**src/rtl/vsb_pkg.sv**
```systemverilog
package vsb_pkg;

  typedef enum logic [1:0] {
    ST_IDLE = 2'd0,
    ST_REQ  = 2'd1,
    ST_ACK  = 2'd2,
    ST_HOLD = 2'd3
  } seq_state_t;

  typedef enum logic [1:0] {
    WSEL_NONE = 2'd0,
    WSEL_REG  = 2'd1,
    WSEL_ID   = 2'd2
  } win_sel_t;

endpackage

```
**src/rtl/vsb_decode.sv**
```systemverilog
module vsb_decode
  import vsb_pkg::*;
#(
  parameter  int REG_AW   = 8,
  parameter  int NUM_REGS = 8,
  localparam int WORD_W   = REG_AW - 1,
  localparam int IDX_W    = $clog2(NUM_REGS)
) (
  input  logic [WORD_W-1:0] word,
  output win_sel_t          sel,
  output logic [IDX_W-1:0]  idx
);

  // The topmost word of the window carries the identifier; low words map to
  // implemented registers; everything in between is a hole.
  always_comb begin
    idx = word[IDX_W-1:0];
    if (&word) begin
      sel = WSEL_ID;
    end else if (int'(word) < NUM_REGS) begin
      sel = WSEL_REG;
    end else begin
      sel = WSEL_NONE;
    end
  end

endmodule

```
**src/rtl/vsb_regfile.sv**
```systemverilog
module vsb_regfile #(
  parameter  int DW       = 16,
  parameter  int NUM_REGS = 8,
  parameter  int BANK_W   = 1,
  localparam int IDX_W    = $clog2(NUM_REGS),
  localparam int NB       = DW / 8
) (
  input  logic                   clk,
  input  logic                   rst_n,
  input  logic                   wr_en,
  input  logic [IDX_W-1:0]       idx,
  input  logic [NB-1:0]          be,
  input  logic [DW-1:0]          wdata,
  output logic [DW-1:0]          rdata,
  output logic [NUM_REGS*DW-1:0] ctl_flat,
  output logic [BANK_W-1:0]      bank
);

  for (genvar r = 0; r < NUM_REGS; r++) begin : g_reg
    logic          hit;
    logic [DW-1:0] reg_d;
    logic [DW-1:0] reg_q;

    assign hit = wr_en && (idx == IDX_W'(r));

    always_comb begin
      reg_d = reg_q;
      for (int b = 0; b < NB; b++) begin
        if (be[b]) begin
          reg_d[b*8 +: 8] = wdata[b*8 +: 8];
        end
      end
    end

    always_ff @(posedge clk or negedge rst_n) begin
      if (!rst_n) begin
        reg_q <= '0;
      end else if (hit) begin
        reg_q <= reg_d;
      end
    end

    assign ctl_flat[r*DW +: DW] = reg_q;
  end

  always_comb begin
    rdata = '0;
    for (int r = 0; r < NUM_REGS; r++) begin
      if (idx == IDX_W'(r)) begin
        rdata = ctl_flat[r*DW +: DW];
      end
    end
  end

  assign bank = ctl_flat[BANK_W-1:0];


  bank_hold_chk: assert property (@(posedge clk) disable iff (!rst_n)
    !(wr_en && idx == '0) |=> $stable(bank));


  reg_keep_chk: assert property (@(posedge clk) disable iff (!rst_n)
    !wr_en |=> $stable(ctl_flat));

endmodule

```
**src/rtl/vsb_seq.sv**
```systemverilog
module vsb_seq
  import vsb_pkg::*;
(
  input  logic clk,
  input  logic rst_n,
  input  logic reg_cs,
  input  logic dat_cs,
  input  logic sram_gnt,
  output logic reg_take,
  output logic dat_take,
  output logic gnt_take,
  output logic sram_req,
  output logic ack
);

  seq_state_t state_q;
  seq_state_t state_d;

  always_comb begin
    state_d = state_q;
    unique case (state_q)
      ST_IDLE: begin
        if (reg_cs) begin
          state_d = ST_ACK;
        end else if (dat_cs) begin
          state_d = ST_REQ;
        end
      end
      ST_REQ: begin
        if (sram_gnt) begin
          state_d = ST_ACK;
        end
      end
      ST_ACK: begin
        state_d = (reg_cs || dat_cs) ? ST_HOLD : ST_IDLE;
      end
      ST_HOLD: begin
        if (!reg_cs && !dat_cs) begin
          state_d = ST_IDLE;
        end
      end
      default: state_d = ST_IDLE;
    endcase
  end

  always_ff @(posedge clk or negedge rst_n) begin
    if (!rst_n) begin
      state_q <= ST_IDLE;
    end else begin
      state_q <= state_d;
    end
  end

  assign reg_take = (state_q == ST_IDLE) && reg_cs;
  assign dat_take = (state_q == ST_IDLE) && !reg_cs && dat_cs;
  assign gnt_take = (state_q == ST_REQ) && sram_gnt;
  assign sram_req = (state_q == ST_REQ);
  assign ack      = (state_q == ST_ACK);


  ack_pulse_chk: assert property (@(posedge clk) disable iff (!rst_n)
    ack |=> !ack);


  reg_ack_chk: assert property (@(posedge clk) disable iff (!rst_n)
    reg_take |=> ack);


  req_hold_chk: assert property (@(posedge clk) disable iff (!rst_n)
    sram_req && !sram_gnt |=> sram_req);


  gnt_ack_chk: assert property (@(posedge clk) disable iff (!rst_n)
    sram_req && sram_gnt |=> ack && !sram_req);

endmodule

```
**src/rtl/vsb_sram_port.sv**
```systemverilog
module vsb_sram_port #(
  parameter  int DW     = 16,
  parameter  int WIN_AW = 20,
  parameter  int BANK_W = 1,
  localparam int WA_W   = WIN_AW - 1,
  localparam int SA_W   = BANK_W + WA_W,
  localparam int NB     = DW / 8
) (
  input  logic              clk,
  input  logic              rst_n,
  input  logic              take,
  input  logic              req,
  input  logic              gnt,
  input  logic [WA_W-1:0]   word_addr,
  input  logic [BANK_W-1:0] bank,
  input  logic              we,
  input  logic [NB-1:0]     be,
  input  logic [DW-1:0]     wdata,
  output logic [SA_W-1:0]   sram_addr,
  output logic              sram_we,
  output logic [NB-1:0]     sram_be,
  output logic [DW-1:0]     sram_wdata
);

  logic [SA_W-1:0] addr_q, addr_d;
  logic            we_q,   we_d;
  logic [NB-1:0]   be_q,   be_d;
  logic [DW-1:0]   dat_q,  dat_d;

  always_comb begin
    addr_d = {bank, word_addr};
    we_d   = we;
    be_d   = be;
    dat_d  = wdata;
  end

  always_ff @(posedge clk or negedge rst_n) begin
    if (!rst_n) begin
      addr_q <= '0;
      we_q   <= 1'b0;
      be_q   <= '0;
      dat_q  <= '0;
    end else if (take) begin
      addr_q <= addr_d;
      we_q   <= we_d;
      be_q   <= be_d;
      dat_q  <= dat_d;
    end
  end

  assign sram_addr  = addr_q;
  assign sram_we    = we_q;
  assign sram_be    = be_q;
  assign sram_wdata = dat_q;


  addr_stable_chk: assert property (@(posedge clk) disable iff (!rst_n)
    req && !gnt |=> $stable(sram_addr) && $stable(sram_we));

endmodule

```
**src/rtl/vsb_bridge.sv**
```systemverilog
module vsb_bridge
  import vsb_pkg::*;
#(
  parameter  int            DW       = 16,
  parameter  int            WIN_AW   = 20,
  parameter  int            REG_AW   = 8,
  parameter  int            NUM_REGS = 8,
  parameter  int            BANK_W   = 1,
  parameter  logic [15:0]   BOARD_ID = 16'hB0A7,
  localparam int            SA_W     = BANK_W + WIN_AW - 1,
  localparam int            IDX_W    = $clog2(NUM_REGS),
  localparam int            NB       = DW / 8
) (
  input  logic                   clk,
  input  logic                   rst_n,
  input  logic                   reg_cs,
  input  logic                   dat_cs,
  input  logic [WIN_AW-1:1]      addr,
  input  logic                   wr,
  input  logic                   ube,
  input  logic                   lbe,
  input  logic [DW-1:0]          wdata,
  output logic [DW-1:0]          rdata,
  output logic                   ack,
  output logic                   sram_req,
  input  logic                   sram_gnt,
  output logic [SA_W-1:0]        sram_addr,
  output logic                   sram_we,
  output logic [NB-1:0]          sram_be,
  output logic [DW-1:0]          sram_wdata,
  input  logic [DW-1:0]          sram_rdata,
  output logic [NUM_REGS*DW-1:0] ctl_regs,
  output logic [BANK_W-1:0]      bank
);

  // Reset: asserted at once, released on the second clock edge.
  logic [1:0] rst_pipe;
  logic       rst_i_n;

  always_ff @(posedge clk or negedge rst_n) begin
    if (!rst_n) begin
      rst_pipe <= 2'b00;
    end else begin
      rst_pipe <= {rst_pipe[0], 1'b1};
    end
  end
  assign rst_i_n = rst_pipe[1];

  logic             reg_take, dat_take, gnt_take;
  win_sel_t         sel;
  logic [IDX_W-1:0] idx;
  logic [DW-1:0]    rf_rdata;
  logic             rf_wr;
  logic [NB-1:0]    be;

  assign be    = NB'({ube, lbe});
  assign rf_wr = reg_take && wr && (sel == WSEL_REG);

  vsb_seq i_seq (
    .clk      (clk),
    .rst_n    (rst_i_n),
    .reg_cs   (reg_cs),
    .dat_cs   (dat_cs),
    .sram_gnt (sram_gnt),
    .reg_take (reg_take),
    .dat_take (dat_take),
    .gnt_take (gnt_take),
    .sram_req (sram_req),
    .ack      (ack)
  );

  vsb_decode #(.REG_AW(REG_AW), .NUM_REGS(NUM_REGS)) i_decode (
    .word (addr[REG_AW-1:1]),
    .sel  (sel),
    .idx  (idx)
  );

  vsb_regfile #(.DW(DW), .NUM_REGS(NUM_REGS), .BANK_W(BANK_W)) i_regfile (
    .clk      (clk),
    .rst_n    (rst_i_n),
    .wr_en    (rf_wr),
    .idx      (idx),
    .be       (be),
    .wdata    (wdata),
    .rdata    (rf_rdata),
    .ctl_flat (ctl_regs),
    .bank     (bank)
  );

  vsb_sram_port #(.DW(DW), .WIN_AW(WIN_AW), .BANK_W(BANK_W)) i_sram_port (
    .clk        (clk),
    .rst_n      (rst_i_n),
    .take       (dat_take),
    .req        (sram_req),
    .gnt        (sram_gnt),
    .word_addr  (addr),
    .bank       (bank),
    .we         (wr),
    .be         (be),
    .wdata      (wdata),
    .sram_addr  (sram_addr),
    .sram_we    (sram_we),
    .sram_be    (sram_be),
    .sram_wdata (sram_wdata)
  );

  // Read data register, loaded at register accept or at SRAM grant.
  logic [DW-1:0] rdata_q, rdata_d;
  logic          rdata_ld;

  assign rdata_ld = reg_take || gnt_take;

  always_comb begin
    rdata_d = rdata_q;
    if (reg_take) begin
      unique case (sel)
        WSEL_ID:  rdata_d = BOARD_ID[DW-1:0];
        WSEL_REG: rdata_d = rf_rdata;
        default:  rdata_d = '0;
      endcase
    end else if (gnt_take) begin
      rdata_d = sram_rdata;
    end
  end

  always_ff @(posedge clk or negedge rst_i_n) begin
    if (!rst_i_n) begin
      rdata_q <= '0;
    end else if (rdata_ld) begin
      rdata_q <= rdata_d;
    end
  end

  assign rdata = rdata_q;


  id_read_chk: assert property (@(posedge clk) disable iff (!rst_i_n)
    reg_take && sel == WSEL_ID |=> ack && rdata == BOARD_ID[DW-1:0]);


  hole_read_chk: assert property (@(posedge clk) disable iff (!rst_i_n)
    reg_take && sel == WSEL_NONE |=> ack && rdata == '0);


  reg_prio_chk: assert property (@(posedge clk) disable iff (!rst_i_n)
    reg_take && dat_cs |=> !sram_req);


  gnt_data_chk: assert property (@(posedge clk) disable iff (!rst_i_n)
    gnt_take |=> rdata == $past(sram_rdata));

endmodule

```
**config.mk**
```make
export PLATFORM = sky130hd
export DESIGN_NAME = vsb_bridge
export DESIGN_NICKNAME = d
export VERILOG_FILES = /design/src/rtl/vsb_pkg.sv /design/src/rtl/vsb_decode.sv /design/src/rtl/vsb_regfile.sv /design/src/rtl/vsb_seq.sv /design/src/rtl/vsb_sram_port.sv /design/src/rtl/vsb_bridge.sv
export SDC_FILE = /design/constraint.sdc
export NUM_CORES = 1
export LEC_CHECK = 0
export BUFFER_PORTS_ARGS = -buffer_cell sky130_fd_sc_hd__buf_4
export CAP_MARGIN = 20
export CORE_MARGIN = 2
export CORE_UTILIZATION = 45
export DETAILED_ROUTE_END_ITERATION = 10
export PLACE_DENSITY_LB_ADDON = 0.12
export REMOVE_ABC_BUFFERS = 1
export SLEW_MARGIN = 25
export SYNTH_ARGS = -nofsm -noshare
export SYNTH_HDL_FRONTEND = slang
export SYNTH_SLANG_ARGS = --single-unit
export TNS_END_PERCENT = 10
```
**constraint.sdc**
```tcl
create_clock -name clk -period 5.3 [get_ports clk]
set_input_delay 1.06 -clock clk [delete_from_list [all_inputs] [get_ports clk]]
set_output_delay 1.06 -clock clk [all_outputs]
set_load 0.005 [all_outputs]
```
After elaboration in Yosys (flattened, before gate mapping)
Index checks and enable logic that the tools add are counted.

storage, ports and cells
  flip-flop bits (word level) = 187
  logic and storage cells = 99

operators by class
  $lt $le $gt $ge = 1
  equal/unequal tests = 15
  mux-type cells = 19
  reduce and logical (&&, ||, !) cells = 41

operators by type and width
  kind                  count
  $mux W16              10
  $reduce_and A2 Y1     17
  $pmux W16 S2          1
  $logic_and A1 B1 Y1   15
  $eq A3 B3 Y1 const B  4
  $mux W2               6
  $pmux W2 S4           1
  $lt A7 B4 Y1 const B  1
  $reduce_and A7 Y1     1
  $eq A2 B2 Y1 const B  3
  $eq A3 B2 Y1 const B  2
  $eq A2 B1 Y1 const B  2
  $ne A2 B1 Y1 const B  2
  $eq A3 B1 Y1 const B  1
  $logic_not A3 Y1      1
  $ne A3 B3 Y1 const B  1
  $reduce_and A3 Y1     1
  $logic_not A1 Y1      2
  $logic_not A2 Y1      1
  $logic_or A1 B1 Y1    2
  $reduce_bool A2 Y1    1
  $mux W1               1

Logic depth before layout (Yosys ltp)
  word-level depth = 11
  mapped depth = 7
  depth with buffers taken out = 4

Modules after synthesis
Synthesis repeated with hierarchy kept, for this count alone.

unflattened totals
  cells, all modules = 634
  area, all modules = 8754.6 um2

by module, submodules not included
  module         times used  cells an instance  area each (um2)  seq. area each (um2)
  vsb_regfile    1           457                6194.7           3203.1
  vsb_sram_port  1           82                 1493.9           975.9
  vsb_bridge     1           75                 892.1            450.4
  vsb_seq        1           13                 123.9            50.0
  vsb_decode     1           7                  50.0             0.0

Least setup slack after synthesis
No wires, ideal clock.

  path type = input to register
  start = input port addr[4] (netlist bit)
  end = register i_regfile.g_reg[4].reg_q[11]
  setup time = 0.125 ns
  arrival time = 2.679 ns
  data required time = 5.175 ns
  setup slack = 2.496 ns
  stages on the path = 4
  path buffers = 0
  cells stage by stage = nor4_4 nand3_2 nor4_4 mux2_2

on the way
  cells in the longest elaborated chain, start to end = 7

RTL lines
  what                           RTL line           text
  start, declared                vsb_bridge.sv:18   input logic [WIN_AW-1:1] addr,
  $lt A7 B4 Y1                   vsb_decode.sv:20   end else if (int'(word) < NUM_REGS) begin
  $mux W1                        vsb_decode.sv:20
  $mux W2 *                      vsb_decode.sv:18   if (&word) begin
  $eq A2 B1 Y1 *                 vsb_bridge.sv:57   assign rf_wr = reg_take && wr && (sel == WSEL_REG);
  $logic_and A1 B1 Y1 *          vsb_bridge.sv:57
  $logic_and A1 B1 Y1 *          vsb_regfile.sv:24  assign hit = wr_en && (idx == IDX_W'(r));
  $reduce_and A2 Y1 (no line) *  -
  end signal, assigned           vsb_regfile.sv:39  reg_q <= reg_d;
  end, declared                  vsb_regfile.sv:22  logic [DW-1:0] reg_q;

Every way passes the cells marked *; elsewhere a longest branch is shown, timed or not.
A chain may end at the register's enable or synchronous reset.

Final worst setup path
  start = input port addr[4] (netlist bit)
  end = register i_regfile.g_reg[4].reg_q[13]

Same word-level chain as after synthesis.

==> flow_summary_export.csv <==
group,metric,value,unit
outcome,status,"finished clean",
setup_path,crit_path_start_kind,"input port",
synthesis,synth-edff-count,0,
timing,setup_total_negative_slack,0,ns
synthesis,post_synth_instance_area,0.00846,sq mm
run,drv.max_cap_violation_count,0,
layout,antenna_cells_inserted,0,
synthesis,synth_sequential_area_ratio,55.3,%
routing,drc,0,
floorplan,die_area,0.0199,sq mm
hold_path,hold_path_class,"register to async pin",
floorplan,placeableCoreArea,0.0186,sq mm
setup_path,crit_path_end_kind,"register",
power_and_ir_drop,max-vdd-ir-drop,229,uV
timing,final_hold_viols,0,
routing,ant_nets,0,
setup_path,worstPathArrival,3.66,ns
place,dpl_cell_area,0.0105,sq mm
setup_path,crit_path_max_fanout,10,
clock_network,cts.sink_count,187,
clock_network,clock_path_buffers,2,
timing,final-max-slew-violation-count,0,
timing,max_freq,299,MHz
clock_network,post_cts.repair.setup_buffers,0,
clock_network,numCtsBuffers,17,
grt,grt_pass1_wl,38900,um
floorplan,dieHeight,141,um
timing,worst-slew-pin-transition,0.950,ns
floorplan,floorplan.initialDensity,45.5,%
clock_network,clk_pin_slew_worst_paths,0.07,ns
synthesis,ys_async_sr_fraction,100,%
grt,globalRouteOverflowTotal,0,
routing,detail_route.first_pass.iterations,5,
place,portBuffers,244,
timing,setup_viol,0,
clock_network,cts_tree,"built",
layout,drive_above_1_share,54.8,%
synthesis,synth_top_flop_cell,"sky130_fd_sc_hd__dfrtp_1",
timing,timing.final.crit_period,3.35,ns
routing,wire_per_inst,23.2,um
floorplan,row_count,50,
grt,grt_util_all_layers,25.9,%
layout,layout.nets,909,
grt,maximum_number_of_pins_on_one_net_before_global_route_repair,160,
place,weighted_congestion_reported_at_the_end_of_routability_driven_placement,0.796,
clock_network,cts-htree-levels,4,
power_and_ir_drop,power_density,352,mW/mm^2
place,pre_cts_slack,1.51,ns
timing,slew-limit-headroom,36.5,%
synthesis,yosys_register_bits,187,
clock_network,cts_hold_buffers,0,
timing,layout_worst_path_cycle_share,63.1,%
power_and_ir_drop,static-leakage-power,5.55,nW
clock_network,clk_latency,0.43,ns
clock_network,cts_root_buf,"sky130_fd_sc_hd__clkbuf_16",
setup_path,required,5.62,ns
routing,avgViaCountPerCell,5.77,
routing,route.vias.total,6328,
timing,worst_clock_skew,0.00778,ns
grt,first_global_vias,6596,
floorplan,io-pin-count,245,
synthesis,count_of_yosys_warnings_during_synthesis,0,
grt,grt_antenna_before_repair,0,
synthesis,synth.avg_cell_area,13.8,sq um
clock_network,cts_resized,0,
synthesis,synthesis.instances,614,
synthesis,post_synth_num_cell_types,43,
setup_path,setup.worst_path.class,"input port to register",
routing,finalWirelength,25500,um
place,hpwl,17500,um
timing,setup_ws,1.95,ns
timing,rsz0062_at_grt,"no",
routing,initialDrtViolationCount,402,
layout,area.growth.synth_to_final,31.4,%
layout,utilization,59.8,%
floorplan,die_width,141,um
layout,layout.cell_area.non_filler,0.0111,sq mm
-- per-layer routing --
metal	share of wire (%)	up-vias	global-route usage (%)
met1	44	3273	34.6
met5	0	-	0
met3	6.1	37	5.47
met4	2.2	0	9.53
li1	-	2771	-
met2	48	247	41.8
-- registers in the layout, summed over array words and instances (netlist names) --
signal,count
i_regfile.g.reg_q,128
i_seq.state_q,2
i_sram_port.sram_addr,20
i_sram_port.sram_be,2
i_sram_port.sram_wdata,16
i_sram_port.sram_we,1
rdata,16
rst_pipe,2
-- logic make-up (layout without fill, tap and decap cells) --
kind of cell / after synthesis / after routing / share of synthesized area, %
and+or+nand+nor: 80 / 80 / 6.97
muxes: 219 / 219 / 28.7
DFF: 187 / 187 / 55.3
buffers and inverters: 32 / 281 / 1.61
other: 1 / 1 / 0.0443
AOI/OAI and AO/OA: 95 / 95 / 7.32
-- final cells by class --
type	instances	area, sq um
clock buffers	20	467
fillers	1504	7470
well taps	234	293
repair buffers	249	1880
multi-input cells	395	3650
flip-flops and latches	187	4680
clock inverters	12	136
-- cells in the final DEF (no fill, tap or decap), types with 4 or more instances in the layout --
cell type / instances
sky130_fd_sc_hd__nand2b_1: 5
sky130_fd_sc_hd__o211ai_1: 8
sky130_fd_sc_hd__mux2_2: 165
sky130_fd_sc_hd__a221oi_1: 4
sky130_fd_sc_hd__a211oi_1: 4
sky130_fd_sc_hd__nor4_4: 7
sky130_fd_sc_hd__nand3_1: 7
sky130_fd_sc_hd__mux2i_1: 49
sky130_fd_sc_hd__clkbuf_16: 17
sky130_fd_sc_hd__nor2_1: 10
sky130_fd_sc_hd__dfrtp_1: 186
sky130_fd_sc_hd__o22ai_1: 14
sky130_fd_sc_hd__o21ai_0: 31
sky130_fd_sc_hd__nor2_2: 6
sky130_fd_sc_hd__a21oi_1: 11
sky130_fd_sc_hd__nor2b_1: 10
sky130_fd_sc_hd__a2bb2oi_1: 6
sky130_fd_sc_hd__nand2_1: 14
sky130_fd_sc_hd__buf_4: 248
sky130_fd_sc_hd__inv_6: 4
-- critical path, stage by stage --
cell and delay, ns:
sky130_fd_sc_hd__buf_4 0.13, sky130_fd_sc_hd__nor4_4 0.76, sky130_fd_sc_hd__nand3_2 0.41, sky130_fd_sc_hd__nor4_4 0.88, sky130_fd_sc_hd__mux2_2 0.42
-- metrics by stage --
stage	cells	power [W]	hold slack, ns
floorplan	582	0.00210	0.331
global placement	1065	0.00261	0.249
detailed placement	1065	0.00263	0.259
CTS	1097	0.00394	0.268
global route	1097	0.00408	0.285
finish	1097	0.00391	0.252
-- where the power goes --
group	internal [W]	total, W	switching, W
Clock	0.000738	0.00131	0.000571
Combinational	0.000480	0.000811	0.000331
Sequential	0.00164	0.00179	0.000145
-- synth_stat cells (3+ instances only) --
master	count	area [sq um]
sky130_fd_sc_hd__clkbuf_1	16	60.1
sky130_fd_sc_hd__a21oi_1	11	55.1
sky130_fd_sc_hd__mux2_2	165	1860
sky130_fd_sc_hd__buf_1	7	26.3
sky130_fd_sc_hd__dfrtp_1	187	4680
sky130_fd_sc_hd__a2bb2oi_1	6	52.6
sky130_fd_sc_hd__a221oi_1	4	35.0
sky130_fd_sc_hd__a41oi_1	3	26.3
sky130_fd_sc_hd__nand2b_1	5	31.3
sky130_fd_sc_hd__mux2i_1	49	490
sky130_fd_sc_hd__or4b_2	3	30.0
sky130_fd_sc_hd__o22ai_1	14	87.6
sky130_fd_sc_hd__buf_2	7	35.0
sky130_fd_sc_hd__nor2_1	11	41.3
sky130_fd_sc_hd__nor2_2	6	37.5
sky130_fd_sc_hd__o211ai_1	8	60.1
sky130_fd_sc_hd__a31oi_1	3	18.8
sky130_fd_sc_hd__a221o_1	3	30.0
sky130_fd_sc_hd__nor2b_1	10	62.6
sky130_fd_sc_hd__o21ai_0	31	155
sky130_fd_sc_hd__nor4_4	7	149
sky130_fd_sc_hd__nor4b_1	3	26.3
sky130_fd_sc_hd__nand2_1	14	52.6
sky130_fd_sc_hd__a211oi_1	4	30.0
sky130_fd_sc_hd__mux2_1	3	33.8
sky130_fd_sc_hd__nand3_1	7	35.0
-- path summary, 6_finish.rpt --
path / endpoint / startpoint / cells after the start / slack, ns
max in group asynchronous: i_regfile.g_reg[6].reg_q[12] / rst_pipe[1] / 1 / 3.84
min in group clk: rst_pipe[1] / rst_pipe[0] / 0 / 0.35
worst min-delay path: i_sram_port.sram_addr[4] / rst_pipe[1] / 0 / 0.25
worst min register to register: i_sram_port.sram_addr[4] / rst_pipe[1] / 0 / 0.25
worst max-delay path: i_regfile.g_reg[4].reg_q[13] / addr[4] / 5 / 1.95
worst max register to register: i_regfile.g_reg[7].reg_q[13] / i_seq.state_q[1] / 5 / 2.24
(Power assumes the default switching activity.)
